File: config.mk
export PLATFORM = sky130hd
export DESIGN_NAME = page_commit_unit
export DESIGN_NICKNAME = d
export VERILOG_FILES = /design/src/rtl/pwc_pkg.sv /design/src/rtl/pwc_datapath.sv /design/src/rtl/pwc_control.sv /design/src/rtl/page_commit_unit.sv
export SDC_FILE = /design/constraint.sdc
export NUM_CORES = 1
export LEC_CHECK = 0
export ABC_AREA = 1
export BUFFER_PORTS_ARGS = -buffer_cell sky130_fd_sc_hd__clkbuf_2
export CORE_UTILIZATION = 36
export DETAILED_ROUTE_END_ITERATION = 6
export GPL_TIMING_DRIVEN = 0
export PLACE_DENSITY = 0.57
export RECOVER_POWER = 25
export SYNTH_ARGS = -nofsm -noshare
export SYNTH_HDL_FRONTEND = slang
export SYNTH_SLANG_ARGS = --single-unit
File: constraint.sdc
create_clock -name clk -period 2.4 [get_ports clk]
set_input_delay 0.24 -clock clk [delete_from_list [all_inputs] [get_ports clk]]
set_output_delay 0.24 -clock clk [all_outputs]
set_load 0.01 [all_outputs]
File: src/rtl/pwc_pkg.sv
package pwc_pkg;

  typedef enum logic [1:0] {
    ST_IDLE  = 2'd0,
    ST_ADDR  = 2'd1,
    ST_DATA  = 2'd2,
    ST_WRITE = 2'd3
  } pwcState_e;

  // strobes from the controller into the page datapath
  typedef struct packed {
    logic clearBuf;
    logic loadAddr;
    logic storeByte;
    logic finish;
  } pwcStrobe_t;

endpackage

File: src/rtl/pwc_datapath.sv
module pwc_datapath #(
  parameter int ADDR_W = 16,
  parameter int PAGE_W = 6
) (
  input  logic                clk,
  input  logic                rstN,
  input  pwc_pkg::pwcStrobe_t strobe,
  input  logic [ADDR_W-1:0]   addrIn,
  input  logic [7:0]          byteData,
  input  logic [PAGE_W-1:0]   scanIdx,
  output logic [ADDR_W-1:0]   memAddr,
  output logic [7:0]          memData,
  output logic                slotLoaded,
  output logic                anyLoaded,
  output logic [ADDR_W-1:0]   nextAddr
);

  localparam int PAGE_BYTES = 1 << PAGE_W;
  localparam int ROW_W      = ADDR_W - PAGE_W;

  logic [ROW_W-1:0]      rowBase;
  logic [PAGE_W-1:0]     wrPtr;
  logic [PAGE_W-1:0]     lastOff;
  logic [PAGE_BYTES-1:0] loadMask;
  logic [7:0]            pageBuf [PAGE_BYTES];
  logic [ADDR_W-1:0]     lastAddr;

  assign lastAddr = {rowBase, lastOff};

  // row, in-row pointer, pointer of the last stored byte, address counter
  always_ff @(posedge clk or negedge rstN) begin
    if (!rstN) begin
      rowBase   <= '0;
      wrPtr     <= '0;
      lastOff   <= '0;
      anyLoaded <= 1'b0;
      nextAddr  <= '0;
    end else begin
      if (strobe.loadAddr) begin
        rowBase  <= addrIn[ADDR_W-1:PAGE_W];
        wrPtr    <= addrIn[PAGE_W-1:0];
        nextAddr <= addrIn;
      end
      if (strobe.storeByte) begin
        lastOff   <= wrPtr;
        wrPtr     <= wrPtr + 1'b1;   // only the in-row bits advance
        anyLoaded <= 1'b1;
      end
      if (strobe.finish) begin
        nextAddr <= lastAddr + 1'b1;
      end
      if (strobe.clearBuf || strobe.finish) begin
        anyLoaded <= 1'b0;
      end
    end
  end

  // one data register and one loaded flag per slot
  for (genvar s = 0; s < PAGE_BYTES; s++) begin : g_slot
    logic hit;
    assign hit = strobe.storeByte && (wrPtr == PAGE_W'(s));

    always_ff @(posedge clk or negedge rstN) begin
      if (!rstN) begin
        loadMask[s] <= 1'b0;
      end else if (strobe.clearBuf || strobe.finish) begin
        loadMask[s] <= 1'b0;
      end else if (hit) begin
        loadMask[s] <= 1'b1;
      end
    end

    always_ff @(posedge clk) begin
      if (hit) begin
        pageBuf[s] <= byteData;
      end
    end
  end

  assign memAddr    = {rowBase, scanIdx};
  assign memData    = pageBuf[scanIdx];
  assign slotLoaded = loadMask[scanIdx];

endmodule

File: src/rtl/pwc_control.sv
module pwc_control #(
  parameter int PAGE_W       = 6,
  parameter int WRITE_CYCLES = 2000
) (
  input  logic                       clk,
  input  logic                       rstN,
  input  logic                       startSeen,
  input  logic                       stopSeen,
  input  logic                       stopAfterAck,
  input  logic                       wcLevel,
  input  logic                       addrLoad,
  input  logic                       byteValid,
  input  logic                       anyLoaded,
  input  logic                       slotLoaded,
  output pwc_pkg::pwcStrobe_t        strobe,
  output logic [PAGE_W-1:0]          scanIdx,
  output logic                       busy,
  output logic                       memWe,
  output logic                       ackValid,
  output logic                       ackGive
);

  import pwc_pkg::*;

  localparam int PAGE_BYTES = 1 << PAGE_W;
  localparam int SPAN       = (WRITE_CYCLES > PAGE_BYTES) ? WRITE_CYCLES : PAGE_BYTES;
  localparam int TIMER_W    = $clog2(SPAN) + 1;
  localparam logic [TIMER_W-1:0] LAST_TICK = TIMER_W'(SPAN - 1);
  localparam logic [TIMER_W-1:0] SCAN_LIM  = TIMER_W'(PAGE_BYTES);

  pwcState_e          state, stateNext;
  logic               wcSeen, wcNext;
  logic [TIMER_W-1:0] timer;

  always_comb begin
    strobe    = '0;
    stateNext = state;
    wcNext    = wcSeen;
    unique case (state)
      ST_IDLE: begin
        if (startSeen) begin
          stateNext       = ST_ADDR;
          strobe.clearBuf = 1'b1;
          wcNext          = wcLevel;
        end
      end
      ST_ADDR: begin
        wcNext = wcSeen | wcLevel;
        if (startSeen) begin
          strobe.clearBuf = 1'b1;
          wcNext          = wcLevel;
        end else if (stopSeen) begin
          stateNext       = ST_IDLE;
          strobe.clearBuf = 1'b1;
        end else if (addrLoad) begin
          stateNext       = ST_DATA;
          strobe.loadAddr = 1'b1;
        end
      end
      ST_DATA: begin
        if (startSeen) begin
          stateNext       = ST_ADDR;
          strobe.clearBuf = 1'b1;
          wcNext          = wcLevel;
        end else if (stopSeen) begin
          if (stopAfterAck && anyLoaded && !wcSeen) begin
            stateNext = ST_WRITE;
          end else begin
            stateNext       = ST_IDLE;
            strobe.clearBuf = 1'b1;
          end
        end else if (byteValid && !wcSeen) begin
          strobe.storeByte = 1'b1;
        end
      end
      ST_WRITE: begin
        if (timer == LAST_TICK) begin
          stateNext     = ST_IDLE;
          strobe.finish = 1'b1;
        end
      end
      default: stateNext = ST_IDLE;
    endcase
  end

  always_ff @(posedge clk or negedge rstN) begin
    if (!rstN) begin
      state    <= ST_IDLE;
      wcSeen   <= 1'b0;
      timer    <= '0;
      ackValid <= 1'b0;
      ackGive  <= 1'b0;
    end else begin
      state    <= stateNext;
      wcSeen   <= wcNext;
      timer    <= (state == ST_WRITE && stateNext == ST_WRITE) ? timer + 1'b1 : '0;
      ackValid <= (state == ST_DATA) && byteValid && !startSeen && !stopSeen;
      ackGive  <= !wcSeen;
    end
  end

  assign busy    = (state == ST_WRITE);
  assign scanIdx = timer[PAGE_W-1:0];
  assign memWe   = busy && (timer < SCAN_LIM) && slotLoaded;

endmodule

File: src/rtl/page_commit_unit.sv
module page_commit_unit #(
  parameter int ADDR_W       = 16,
  parameter int PAGE_W       = 6,
  parameter int WRITE_CYCLES = 2000
) (
  input  logic              clk,
  input  logic              rstN,
  input  logic              startSeen,
  input  logic              stopSeen,
  input  logic              stopAfterAck,
  input  logic              wcLevel,
  input  logic              addrLoad,
  input  logic [ADDR_W-1:0] addrIn,
  input  logic              byteValid,
  input  logic [7:0]        byteData,
  output logic              busy,
  output logic              ackValid,
  output logic              ackGive,
  output logic              memWe,
  output logic [ADDR_W-1:0] memAddr,
  output logic [7:0]        memData,
  output logic [ADDR_W-1:0] nextAddr
);

  pwc_pkg::pwcStrobe_t strobe;
  logic [PAGE_W-1:0]   scanIdx;
  logic                slotLoaded;
  logic                anyLoaded;

  pwc_control #(
    .PAGE_W      (PAGE_W),
    .WRITE_CYCLES(WRITE_CYCLES)
  ) i_control (
    .clk         (clk),
    .rstN        (rstN),
    .startSeen   (startSeen),
    .stopSeen    (stopSeen),
    .stopAfterAck(stopAfterAck),
    .wcLevel     (wcLevel),
    .addrLoad    (addrLoad),
    .byteValid   (byteValid),
    .anyLoaded   (anyLoaded),
    .slotLoaded  (slotLoaded),
    .strobe      (strobe),
    .scanIdx     (scanIdx),
    .busy        (busy),
    .memWe       (memWe),
    .ackValid    (ackValid),
    .ackGive     (ackGive)
  );

  pwc_datapath #(
    .ADDR_W(ADDR_W),
    .PAGE_W(PAGE_W)
  ) i_datapath (
    .clk       (clk),
    .rstN      (rstN),
    .strobe    (strobe),
    .addrIn    (addrIn),
    .byteData  (byteData),
    .scanIdx   (scanIdx),
    .memAddr   (memAddr),
    .memData   (memData),
    .slotLoaded(slotLoaded),
    .anyLoaded (anyLoaded),
    .nextAddr  (nextAddr)
  );

endmodule

=== Word-level counts from Yosys, hierarchy flattened ===
Memories as Yosys holds them, arrays and structs flattened.
Index checks and enable logic that the tools add are counted.

* Add/subtract/negate cells: 3
* Magnitude comparators: 2
* Equality and inequality tests: 69
* Muxes and demuxes: 483
* Bitwise logic cells: 1
* Reduce and logical (&&, ||, !) cells: 212

{| class="wikitable"
|+ Operators by type and width
! operator !! number
|-
| $mux W8 || 63
|-
| $reduce_or A8 Y1 || 63
|-
| $mux W6 || 65
|-
| $mux W1 || 340
|-
| $eq A6 B6 Y1 const B || 32
|-
| $reduce_bool A2 Y1 || 68
|-
| $eq A6 B5 Y1 const B || 16
|-
| $logic_and A1 B1 Y1 || 73
|-
| $eq A6 B4 Y1 const B || 8
|-
| $mux W16 || 2
|-
| $eq A6 B3 Y1 const B || 4
|-
| $add A16 B1 Y16 const B || 1
|-
| $mux W2 || 8
|-
| $add A12 B1 Y12 const B || 1
|-
| $eq A12 B11 Y1 const B || 1
|-
| $eq A6 B2 Y1 const B || 2
|-
| $lt A12 B7 Y1 const B || 1
|-
| $mux W12 || 1
|-
| $pmux W2 S4 || 1
|-
| $lt A6 B7 Y1 const B || 1
|-
| $add A6 B1 Y6 const B || 1
|-
| $bmux W1 S6 || 1
|-
| $eq A2 B2 Y1 const B || 3
|-
| $eq A6 B1 Y1 const B || 1
|-
| other kinds (11) || 13
|}

* Flip-flop bits (word level): 120
* Memory bits (writable): 512
* Logic and storage cells: 845
* Memories kept: 1

{| class="wikitable"
|+ Memory list
! memory !! words !! bits a word !! read ports !! clocked after Yosys merged registers in !! wr ports !! RTL line !! text
|-
| i_datapath.pageBuf || 64 || 8 || 1 || 0 || 1 || pwc_datapath.sv:25 || <nowiki>logic [7:0] pageBuf [PAGE_BYTES];</nowiki>
|}

=== Logic depth before layout (Yosys ltp) ===
Gate-level depths: netlist of run 1.

* Depth in word-level cells: 73
* Mapped depth: 14
* Depth with buffers taken out: 11

=== By module ===
A second synthesis of run 1 with hierarchy kept.

* Cell total of the unflattened synthesis: 2571
* Area, all modules: 27061.0 µm²

{| class="wikitable"
|+ By module, submodules not included
! module !! times used !! cells each !! area each (µm²) !! sequential area each (µm²)
|-
| pwc_datapath || 1 || 2419 || 25893.6 || 17952.2
|-
| pwc_control || 1 || 152 || 1167.4 || 425.4
|}

=== Worst setup path after synthesis of run 1 ===
OpenSTA, ideal clock, no wires.

* Path kind: register -> register
* From: register i_control.state[0]
* To: memory i_datapath.pageBuf[11][0] (enable)
* Library setup time: 0.370 ns
* Data arrival time: 1.885 ns
* Slack: 0.145 ns
* Cell stages (with the launch flop): 10
* Path buffers: 1
* Period minus slack after synthesis: 2.255 ns
* Cell sequence: dfrtp_1 > inv_1 > ha_1 > inv_1 > nor3_4 > nand2_2 > buf_6 > inv_2 > nand4_1 > nor2_1

* Elaborated cells between the ends (all ways): 383
* Classes of those cells: 1 x eq/ne; 255 x mux; 127 x reduce/logical

{| class="wikitable"
|+ RTL lines
! element !! RTL line !! text
|-
| start, declared || pwc_control.sv:31 || <nowiki>pwcState_e state, stateNext;</nowiki>
|-
| start signal, assigned || pwc_control.sv:94 || <nowiki>state <= stateNext;</nowiki>
|-
| $eq A2 B2 Y1 * || pwc_control.sv:39 || <nowiki>unique case (state)</nowiki>
|-
| $mux W1 * || pwc_control.sv:39 ||
|-
| $logic_and A1 B1 Y1 * || pwc_datapath.sv:61 || <nowiki>assign hit = strobe.storeByte && (wrPtr == PAGE_W'(s));</nowiki>
|-
| named net i_datapath.g_slot[11].hit || pwc_datapath.sv:60 || <nowiki>logic hit;</nowiki>
|-
| $mux W1 * || pwc_datapath.sv:74 || <nowiki>if (hit) begin</nowiki>
|-
| $mux W1 (not written as such) * || pwc_datapath.sv:75 || <nowiki>pageBuf[s] <= byteData;</nowiki>
|-
| $reduce_or A8 Y1 (no source line) || -- ||
|-
| $mux W6 (no source line) / $mux W1 (equally long branches) (53 in a row) || -- ||
|-
| end, declared || pwc_datapath.sv:25 ||
|}

The timed path passes the listed nets; every way through them passes the cells marked *.

=== Worst setup path in the final report of run 1 ===
* From: register i_control.timer[0]
* To: output port memData[4]

* Word-level cells in the longest chain between the ends: 1

{| class="wikitable"
|+ RTL lines
! element !! RTL line !! text
|-
| start, declared || pwc_control.sv:33 || <nowiki>logic [TIMER_W-1:0] timer;</nowiki>
|-
| start signal, assigned || pwc_control.sv:96 || <nowiki>timer <= (state == ST_WRITE && stateNext == ST_WRITE) ? timer + 1'b1 : '0;</nowiki>
|-
| $mem_v2 Z64 W8 || -- ||
|-
| end, declared || page_commit_unit.sv:21 || <nowiki>output logic [7:0] memData,</nowiki>
|}

No other way between the ends.

==> key figures, run 1 <==
Job
  – Max_cap viols: 0

Drt
  – Vias per cell: 5.48
  – Remaining DRCs: 0
  – DR WL/cell: 25.1 um
  – Antenna-violating nets left: 0
  – Drt first pass iters: 6
  – Total Routed Length: approximately 95000 um
  – DR vias: between 20000 and 25000
  – Starting DRC count in detailed routing: 2429

Timing
  – Period Utilization, post-route: 1.26
  – Skew final: 0.0307 ns
  – Count of final setup violators: 9
  – Hold Fails Final Rpt: 0
  – Worst setup margin: -0.623 ns
  – Worst-Margin Slew: between 1 and 1.5 ns
  – Fmax: 331 MHz
  – Slew margin rel.: 0.0144
  – Fin. max-slew vios: 0
  – Final Critical Period: approximately 3.0 ns
  – RSZ-0062 raised after global routing: yes

Synth
  – Number of library cell types mapped by synthesis: 36
  – Synth top area share: 0.567
  – Post-synth top cells: 777 x nand2_1, 512 x edfxtp_1, 284 x nand3_1
  – Syn_area_per_cell: 10.7 um2
  – Mux share of post-synthesis cell area: 0
  – Simple-Gate Fraction of Synth Area: 0.192
  – Ys async rst share: 0.190
  – Mapped Area: 27100 um2
  – Post-synthesis sequential area ratio: 0.678
  – Post-synth EDFFs: 512
  – Largest family of logic cells by synthesized area: simple AND/OR/NAND/NOR gates
  – XOR/XNOR Fraction of Synth Area: 0.00582
  – Post-synthesis adder-cell area fraction: 0.00508
  – Count leader, synth: nand2_1
  – Main synth FF type: edfxtp_1
  – Yosys Warn Count: 0
  – Synth area leader: edfxtp_1
  – Cells after Synth: 2535
  – FF+latch count, synth: around 630
  – Syn nets: 2578
  – Synth Area in Compound Gates: 0.0689
  – Top cells by area, synth: edfxtp_1 57%, dfrtp_1 11%, nand2_1 11%, nand3_1 5.2%, a21oi_1 2.4%

Floorplan
  – Die Y-Extent: ~280 um
  – Top-Level Pins: 76
  – Row count: 100
  – Full die area: 76400 um2
  – Core footprint: 74400 um2
  – Chip Width: around 280 um
  – Starting Density: 0.364

Clock tree
  – CTS max path bufs: 3
  – H-Tree Depth: 3
  – CTS sink count: between 600 and 700
  – CTS tree: yes
  – Clk_lat worst skew: 0.63 ns
  – Reg clk slew, reported paths: 0.06 ns
  – Clock root cell: clkbuf_16
  – CTS Buf Count: 69

Placement
  – Dpl ws: -1.14 ns
  – DP Area: around 29000 um2
  – Dpl hpwl: 63800 um
  – Placed cell count: 3584
  – Port-buffer cells: 75
  – Routability congestion estimate: 0.986

Setup path
  – Crit Path Max Fanout: 8
  – CP startpoint: i_control.timer[0]
  – Arr. time, crit path: roughly 2.8 ns
  – Crit Path Class: register to output pin
  – CP startpoint kind: register
  – Crit. End Element: output pin
  – Reg2reg start: i_control.state[0]
  – WP data required: 2.16 ns

Min path
  – Hold Crit Class: primary input to register
  – Min-delay src: byteValid

Global routing
  – Gr ovfl total: 0
  – Global-route wire length before repair: approximately 130000 um
  – Largest net degree at the start of global routing: 77
  – Overall routing resource usage: 0.243
  – Vias in the first global route: between 15000 and 20000
  – Initial antenna violation count: 3

Final layout
  – Share of cells above drive strength 1: 0.201
  – Final Cell Area: 33700 um2
  – ANT cells: 0
  – Nets: 2808
  – Finished Layout Cells: between 3000 and 4000
  – Area grow syn2layout: 24.3%
  – Fin util: 0.452

Power
  – Worst vdd ir: 0.473 mV
  – Power density over the cells: approximately 670 nW/um2
  – Lkg Pwr: between 0.01 and 0.015 uW
  – Pwr Total: 22600 uW

Run status
  – Outcome: finished, violations left
  – Failing checks: negative setup slack
==> metrics by stage <==
| step | setup TNS (ns) | hold slack [ns] |
|---|---|---|
| floorplan | 0 | -0.0556 |
| global placement | -334.26 | 0.462 |
| detailed placement | -299.31 | 0.219 |
| CTS | -4.83 | 0.00245 |
| global route | -5.62 | 0.0366 |
| finish | -5.06 | 0.0114 |
==> placed cells by master (no fill, tap or decap), drive strengths merged <==
cell / synthesis / layout
clkinvlp: 0 / 19
bufinv: 0 / 5
inv: 166 / 153
buf: 98 / 159
ha: 11 / 11
o211ai: 55 / 55
a21oi: 132 / 132
dfrtp: 120 / 120
edfxtp: 512 / 512
o2111ai: 1 / 1
o221ai: 2 / 2
dlygate4sd3: 0 / 16
nand3b: 2 / 2
a21boi: 49 / 49
or2: 2 / 2
clkbuf: 49 / 218
xor2: 16 / 16
nor4: 2 / 2
nand4: 10 / 10
xnor2: 2 / 2
o22ai: 8 / 8
nor2: 127 / 128
o21bai: 1 / 1
o21ai: 68 / 68
nor3: 35 / 35
clkinv: 4 / 29
nand2: 779 / 779
nand3: 284 / 284
==> where the power goes <==
group	internal [uW]	leakage (uW)	switching, uW
registers	11900	0.00588	1.04
clock network	5920	0.00107	4500
logic	45.3	0.00651	243
==> metal layers <==
metal / GRT usage / vias to the layer above / share of wire
met5: 0 / - / 0.00014
met4: 0.134 / 2 / 0.059
met3: 0.0385 / 248 / 0.081
met2: 0.385 / 1121 / 0.46
met1: 0.321 / 10200 / 0.40
li1: - / 9153 / -
==> logic make-up (layout without fill, tap and decap cells) <==
logic type / Yosys count / count (layout)
AO/OA/AOI/OAI: 316 / 316
XOR/XNOR: 18 / 18
adder cells (fa/ha/maj): 11 / 11
buffers and inverters: 317 / 599
flip-flops: 632 / 632
AND/OR/NAND/NOR: 1241 / 1242
==> worst max-delay path, stage by stage (launching register included) <==
cell,delay [ns]
dfrtp_2,0.42
buf_12,0.17
clkinv_16,0.08
buf_12,0.14
buf_12,0.12
nand2_4,0.04
nand3_2,0.07
nand3_4,0.13
o211ai_1,0.24
nand3_2,0.23
nand2_1,0.12
nand2_1,0.07
nand2_1,0.15
buf_2,0.14
==> sequential cells by signal, indices dropped and copies added (netlist names) <==
register,count
i_datapath.pageBuf,512
i_datapath.loadMask,64
i_datapath.nextAddr,16
i_control.timer,12
i_datapath.rowBase,10
i_datapath.lastOff,6
i_datapath.wrPtr,6
i_control.state,2
i_control.ackGive,1
i_control.ackValid,1
i_control.wcSeen,1
i_datapath.anyLoaded,1
==> final timing paths <==
| check | cells after the start | slack, ns | to |
|---|---|---|---|
| setup / recovery | 13 | -0.62 | memData[4] |
| hold / removal | 4 | 0.01 | i_control.ackValid |
| setup reg to reg | 10 | 0.03 | i_datapath.pageBuf[5][0] |
| hold reg to reg | 1 | 0.49 | i_control.ackGive |
| max in group asynchronous | 3 | 0.94 | i_datapath.loadMask[40] |
| min in group asynchronous | 2 | 0.44 | i_control.timer[5] |
==> area by class of cell <==
| class | count | area, um2 |
|---|---|---|
| plain buffers | 147 | 1400 |
| clock buffers | 88 | 1810 |
| clock inverters | 36 | 362 |
| fillers | 6756 | 40800 |
| inverters | 170 | 752 |
| multi-input cells | 1587 | 8260 |
| flip-flops and latches | 632 | 18400 |
| well taps | 969 | 1210 |
| repair buffers | 158 | 1490 |
==> what timing repair did <==
action	4_1_cts	5_1_grt
gates cloned	5	6
hold buffers	16	0
buffers inserted	41	10
setup endpoints to repair	559	397
endpoints found under the hold margin	77	0
gates resized for setup	382	125
pin swaps	51	58
Note: power is estimated with default switching activity, not from simulation.
==> inputs of run 2 (changes only) <==
--- a/config.mk
+++ b/config.mk
@@ -8,9 +8,11 @@
 export ABC_AREA = 1
 export BUFFER_PORTS_ARGS = -buffer_cell sky130_fd_sc_hd__clkbuf_2
 export CORE_UTILIZATION = 36
+export CTS_BUF_LIST = sky130_fd_sc_hd__clkbuf_4 sky130_fd_sc_hd__clkbuf_8
 export DETAILED_ROUTE_END_ITERATION = 6
+export GPL_ROUTABILITY_DRIVEN = 0
 export GPL_TIMING_DRIVEN = 0
-export PLACE_DENSITY = 0.57
+export PLACE_DENSITY = 0.55
 export RECOVER_POWER = 25
 export SYNTH_ARGS = -nofsm -noshare
 export SYNTH_HDL_FRONTEND = slang
==> constraint.sdc (replaced) <==
create_clock -name clk -period 3.7 [get_ports clk]
set_input_delay 0.37 -clock clk [delete_from_list [all_inputs] [get_ports clk]]
set_output_delay 0.37 -clock clk [all_outputs]
set_load 0.01 [all_outputs]
==> key figures, run 2 (same netlist as run 1, synthesis figures left out) <==
Min path
  – Worst hold path depth: 4
  – Hold Crit Class: primary input to register
  – Hold endpoint: i_control.ackValid
  – Min-delay src: stopSeen

Power
  – Lkg Pwr: 0.0128 uW
  – Pwr Total: 14300 uW
  – Worst vdd ir: 0.319 mV
  – Power density over the cells: 456 nW/um2

Floorplan
  – Full die area: 76400 um2
  – Core footprint: roughly 74000 um2
  – Row count: 100
  – Top-Level Pins: 76
  – Starting Density: 0.364
  – Die Y-Extent: 276 um
  – Chip Width: 276 um

Setup path
  – R2R Setup Slk: 0.19 ns
  – CP startpoint: i_control.timer[0]
  – Arr. time, crit path: 3.30 ns
  – Crit Path Class: register to output pin
  – Crit. End Element: output pin
  – WP data required: 3.33 ns
  – CP startpoint kind: register
  – Reg2reg start: i_control.state[0]
  – Crit Path Max Fanout: 10
  – Worst reg2reg endpoint: i_datapath.pageBuf[52][4]
  – R2r worst-path depth: 8

Timing
  – Period Utilization, post-route: 0.993
  – Worst-Margin Slew: 3.81 ns
  – Slew margin rel.: -1.54
  – Fmax: 272 MHz
  – Skew final: 0.0599 ns
  – Count of final setup violators: 0
  – Final Critical Period: 3.67 ns
  – Fin. max-slew vios: 380
  – RSZ-0062 raised after global routing: yes
  – Worst hold slack: ~0.056 ns
  – Hold Fails Final Rpt: 0

Final layout
  – Filler Cell Count: 7127
  – Multi-input logic area: 7420 um2
  – Final Cell Area: 31300 um2
  – Fin util: 0.421
  – Share of cells above drive strength 1: 0.139
  – Largest regs: i_datapath.pageBuf: 512 flops, i_datapath.loadMask: 64 flops, i_datapath.nextAddr: 16 flops
  – Area grow syn2layout: 15.7%
  – Largest register FFs: 512
  – Most frequent cells in the layout: 772 x nand2_1, 512 x edfxtp_1, 275 x nand3_1
  – Top reg by flops: i_datapath.pageBuf
  – Nets: 2780
  – Most common cell after layout, fill and taps aside: nand2_1
  – Register Area: 18400 um2

Clock tree
  – Post-CTS setup buffer count: 0
  – CTS Buf Count: 104
  – Reg clk slew, reported paths: 0.06 ns
  – CTS sink count: 632
  – Clock root cell: clkbuf_8
  – H-Tree Depth: 3
  – CTS max path bufs: 3
  – CTS tree: yes
  – Clk_lat worst skew: 0.75 ns

Global routing
  – Overall routing resource usage: 0.236
  – Vias in the first global route: 19900
  – Largest net degree at the start of global routing: 67
  – Initial antenna violation count: 2
  – Global-route wire length before repair: 131000 um
  – Gr ovfl total: 0

Drt
  – DR vias: 20300
  – Vias per cell: approximately 5.3
  – Starting DRC count in detailed routing: 2317
  – Drt first pass iters: 5
  – DR WL/cell: around 24 um
  – Antenna-violating nets left: 0
  – Total Routed Length: 90800 um
  – Remaining DRCs: 0

Placement
  – DP Area: 28800 um2
  – Dpl hpwl: 62500 um
  – Port-buffer cells: 75

Job
  – Max_cap viols: 6

Run status
  – Outcome: finished, violations left
  – Failing checks: max-capacitance violations, max-slew violations
run 2: layer usage:
| layer | wire, um | GRT usage |
|---|---|---|
| met2 | 42100 | 0.379 |
| met1 | 37200 | 0.317 |
| met5 | 13 | 0 |
| met3 | 7410 | 0.0370 |
| met4 | 4100 | 0.104 |
run 2: worst max path at each step:
stage	end	cells past startpoint	slack [ns]
finish	memData[1]	12	0.03
global route	memData[6]	13	-0.01
CTS	memData[4]	11	0.003
detailed placement	i_datapath.pageBuf[52][4]	8	0.23
global placement	memData[4]	12	0.25
floorplan	i_datapath.pageBuf[11][0]	9	1.45
run 2: metrics by stage:
stage | setup WS (ns) | std cells | TNS [ns]
2_1_floorplan | 1.45 | 2535 | 0
3_3_place_gp | 0.252 | 3579 | 0
3_5_place_dp | 0.231 | 3583 | 0
4_1_cts | 0.00251 | 3796 | 0
5_1_grt | -0.0147 | 3796 | -0.0539
6_report | 0.0250 | 3796 | 0
run 2: what timing repair did:
action                                  in CTS  in global routing
pin swaps                                    5                  3
endpoints found under the hold margin       88                  0
gates resized for setup                     48                 45
hold buffers                                18                  0
endpoints found under the setup margin       9                  9
run 2: power by group:
| group | leakage [uW] | internal [uW] | switching [uW] |
|---|---|---|---|
| clock network | 0.00116 | 3420 | 2980 |
| registers | 0.00588 | 7710 | 0.358 |
| logic | 0.00573 | 35.3 | 157 |
| total | 0.0128 | 11200 | 3140 |
run 2: layout make-up:
type	instances	area share
sequential	632	0.586
clock buffer	139	0.0549
inverter	170	0.0204
tap	969	0.0387
timing repair buffer	97	0.0206
buffer	146	0.0279
multi-input combinational	1586	0.237
clock inverter	56	0.0143
antenna	1	0.0000798
run 2: worst max-delay path, cell delays in order, from the launching register on:
cell      delay [ns]
dfrtp_1         0.42
clkbuf_4        0.27
buf_2           0.29
buf_4           0.29
nand2_1         0.08
nand3_1         0.09
nand3_1         0.24
o211ai_1        0.18
nand3_1         0.22
nand2_1         0.13
nand2_1         0.05
nand2_1         0.15
clkbuf_2        0.16
==> inputs of run 3 (changes only) <==
--- a/config.mk
+++ b/config.mk
@@ -7,12 +7,12 @@
 export LEC_CHECK = 0
 export ABC_AREA = 1
 export BUFFER_PORTS_ARGS = -buffer_cell sky130_fd_sc_hd__clkbuf_2
-export CORE_UTILIZATION = 36
+export CORE_UTILIZATION = 40
 export CTS_BUF_LIST = sky130_fd_sc_hd__clkbuf_4 sky130_fd_sc_hd__clkbuf_8
 export DETAILED_ROUTE_END_ITERATION = 6
 export GPL_ROUTABILITY_DRIVEN = 0
 export GPL_TIMING_DRIVEN = 0
-export PLACE_DENSITY = 0.55
+export PLACE_DENSITY = 0.59
 export RECOVER_POWER = 25
 export SYNTH_ARGS = -nofsm -noshare
 export SYNTH_HDL_FRONTEND = slang
==> key figures, run 3 (same netlist as run 1, synthesis figures left out) <==
Placement
  – DP Area: 28700 um2
  – Dpl hpwl: about 60000 um
  – Port-buffer cells: 75
  – Placed cell count: 3488

Timing
  – Period Utilization, post-route: 0.975
  – Setup TNS: 0 ns
  – Worst hold slack: 0.0681 ns
  – Fmax: around 280 MHz
  – Fin. max-slew vios: 379
  – Skew final: around 0.052 ns
  – Slew margin rel.: -1.54
  – Count of final setup violators: 0
  – Worst-Margin Slew: 3.81 ns
  – Hold Fails Final Rpt: 0
  – Final Critical Period: 3.61 ns
  – RSZ-0062 raised after global routing: no

Drt
  – Starting DRC count in detailed routing: 2454
  – Vias per cell: 5.45
  – Remaining DRCs: 0
  – Total Routed Length: 87100 um
  – Drt first pass iters: 6
  – DR WL/cell: between 20 and 25 um
  – Antenna-violating nets left: 0
  – DR vias: about 20000

Final layout
  – Finished Layout Cells: 3702
  – Largest register FFs: 512
  – ANT cells: 0
  – Most frequent cells in the layout: 772 x nand2_1, 512 x edfxtp_1, 281 x nand3_1
  – Most common cell after layout, fill and taps aside: nand2_1
  – Fin util: 0.465
  – Final Cell Area: 31200 um2
  – Share of cells above drive strength 1: 0.137
  – Filler Cell Count: about 6300
  – Largest regs: i_datapath.pageBuf: 512 flops, i_datapath.loadMask: 64 flops, i_datapath.nextAddr: 16 flops
  – Top reg by flops: i_datapath.pageBuf
  – Nets: 2784
  – Area grow syn2layout: 15.2%

Power
  – Register share of total power: 0.535
  – Net Sw Power: just over 3000 uW
  – Worst vdd ir: 0.263 mV
  – Clock share of power: 0.452
  – Comb pwr share: 0.013
  – Sw Share: 0.214
  – Cell Int Power: 11300 uW
  – Power density over the cells: around 460 nW/um2
  – Lkg Pwr: 0.0127 uW

Setup path
  – CP startpoint kind: register
  – Crit Path Class: register to output pin
  – CP most frequent cell: nand2_1
  – Crit. End Element: output pin
  – R2R Setup Slk: 0.26 ns
  – Reg2reg start: i_control.state[0]
  – R2r worst-path depth: 8
  – Critical path's slowest cell: buf_1
  – WP data required: 3.33 ns
  – Levels on crit path: 9
  – Crit Path Max Fanout: 10
  – Top delay family on crit path: buffers and inverters
  – Critical-path cell list: inv_2 > buf_1 > nand3_1 > o211ai_1 > nand3_1 > nand2_1 > nand2_1 > nand2_1 > clkbuf_2
  – Worst reg2reg endpoint: i_datapath.pageBuf[20][7]
  – Max stage delay on crit path: between 0.5 and 0.6 ns
  – Arr. time, crit path: 3.24 ns
  – Buf/Inv on CP: 3

Global routing
  – Largest net degree at the start of global routing: 89
  – Gr ovfl total: 0
  – Overall routing resource usage: 0.253
  – Vias in the first global route: 19400
  – Initial antenna violation count: 0
  – Global-route wire length before repair: 127000 um

Min path
  – Hold endpoint: i_datapath.wrPtr[2]
  – Min-delay src: addrIn[2]
  – Worst hold path depth: 5
  – Hold Crit Class: primary input to register

Floorplan
  – Chip Width: 262 um
  – Die Y-Extent: around 260 um
  – Core footprint: roughly 67000 um2
  – Top-Level Pins: 76
  – Full die area: 68800 um2
  – Starting Density: 0.404
  – Row count: between 90 and 100

Clock tree
  – CTS tree: yes
  – CTS Buf Count: 103
  – CTS max path bufs: 3
  – CTS sink count: roughly 630
  – Clock root cell: clkbuf_8
  – Clk_lat worst skew: between 0.7 and 0.8 ns
  – Reg clk slew, reported paths: 0.06 ns
  – H-Tree Depth: 3
  – Post-CTS setup buffer count: 0

Job
  – Max_cap viols: 7

Run status
  – Failing checks: max-capacitance violations, max-slew violations
  – Outcome: finished, violations left
[run 3: worst max-delay path by stage]
stage,start,end,slack [ns]
4_1_cts,i_control.timer[0],memData[2],0.002
2_1_floorplan,i_control.state[0],i_datapath.pageBuf[11][0],1.45
6_report,i_control.timer[2],memData[6],0.09
3_5_place_dp,i_control.state[0],i_datapath.pageBuf[52][3],0.33
3_3_place_gp,rstN,i_datapath.loadMask[32],0.23
5_1_grt,i_control.timer[1],memData[5],0.006
[run 3: timing repair]
action,4_1_cts,5_1_grt
setup endpoints to repair,9,14
hold buffers,20,0
cloned,0,0
endpoints found under the hold margin,151,0
resized for setup,32,42
pin swaps,1,2
[run 3: through the flow]
| step | worst slack (ns) | power, uW |
|---|---|---|
| 2_1_floorplan | 1.45 | 7850 |
| 3_3_place_gp | 0.227 | 8010 |
| 3_5_place_dp | 0.325 | 8030 |
| 4_1_cts | 0.00247 | 14500 |
| 5_1_grt | 0.00639 | 14800 |
| 6_report | 0.0921 | 14400 |
[run 3: power groups by stage]
stage                     sequential (uW)  combinational, uW  clock [uW]
after floorplan                      7840               6.01           0
after global placement               7850                163           0
after detailed placement             7840                188           0
after CTS                            7700                204        6580
after global routing                 7700                202        6890
final                                7710                188        6510
[run 3: area by class of cell]
type / instances / area (um2) / area share
multi-input combinational: 1586 / 7390 / 0.237
timing repair buffer: 101 / 646 / 0.0207
tap: 873 / 1090 / 0.0350
clock inverter: 40 / 354 / 0.0113
clock buffer: 153 / 1860 / 0.0595
buffer: 147 / 851 / 0.0273
sequential: 632 / 18400 / 0.589
inverter: 170 / 641 / 0.0205
[run 3: metal layers]
| metal | vias up | GRT usage | share of wire |
|---|---|---|---|
| li1 | 9077 | - | - |
| met1 | 9838 | 0.335 | 0.40 |
| met2 | 1043 | 0.403 | 0.46 |
| met3 | 206 | 0.0491 | 0.089 |
| met4 | 0 | 0.115 | 0.049 |
| met5 | - | 0 | 0 |
[run 3: tightest hold or removal path, cell delays in order]
cell and delay (ns):
clkbuf_2 0.08, nand2_1 0.08, nand2_1 0.08, o21ai_0 0.07, o21ai_0 0.07
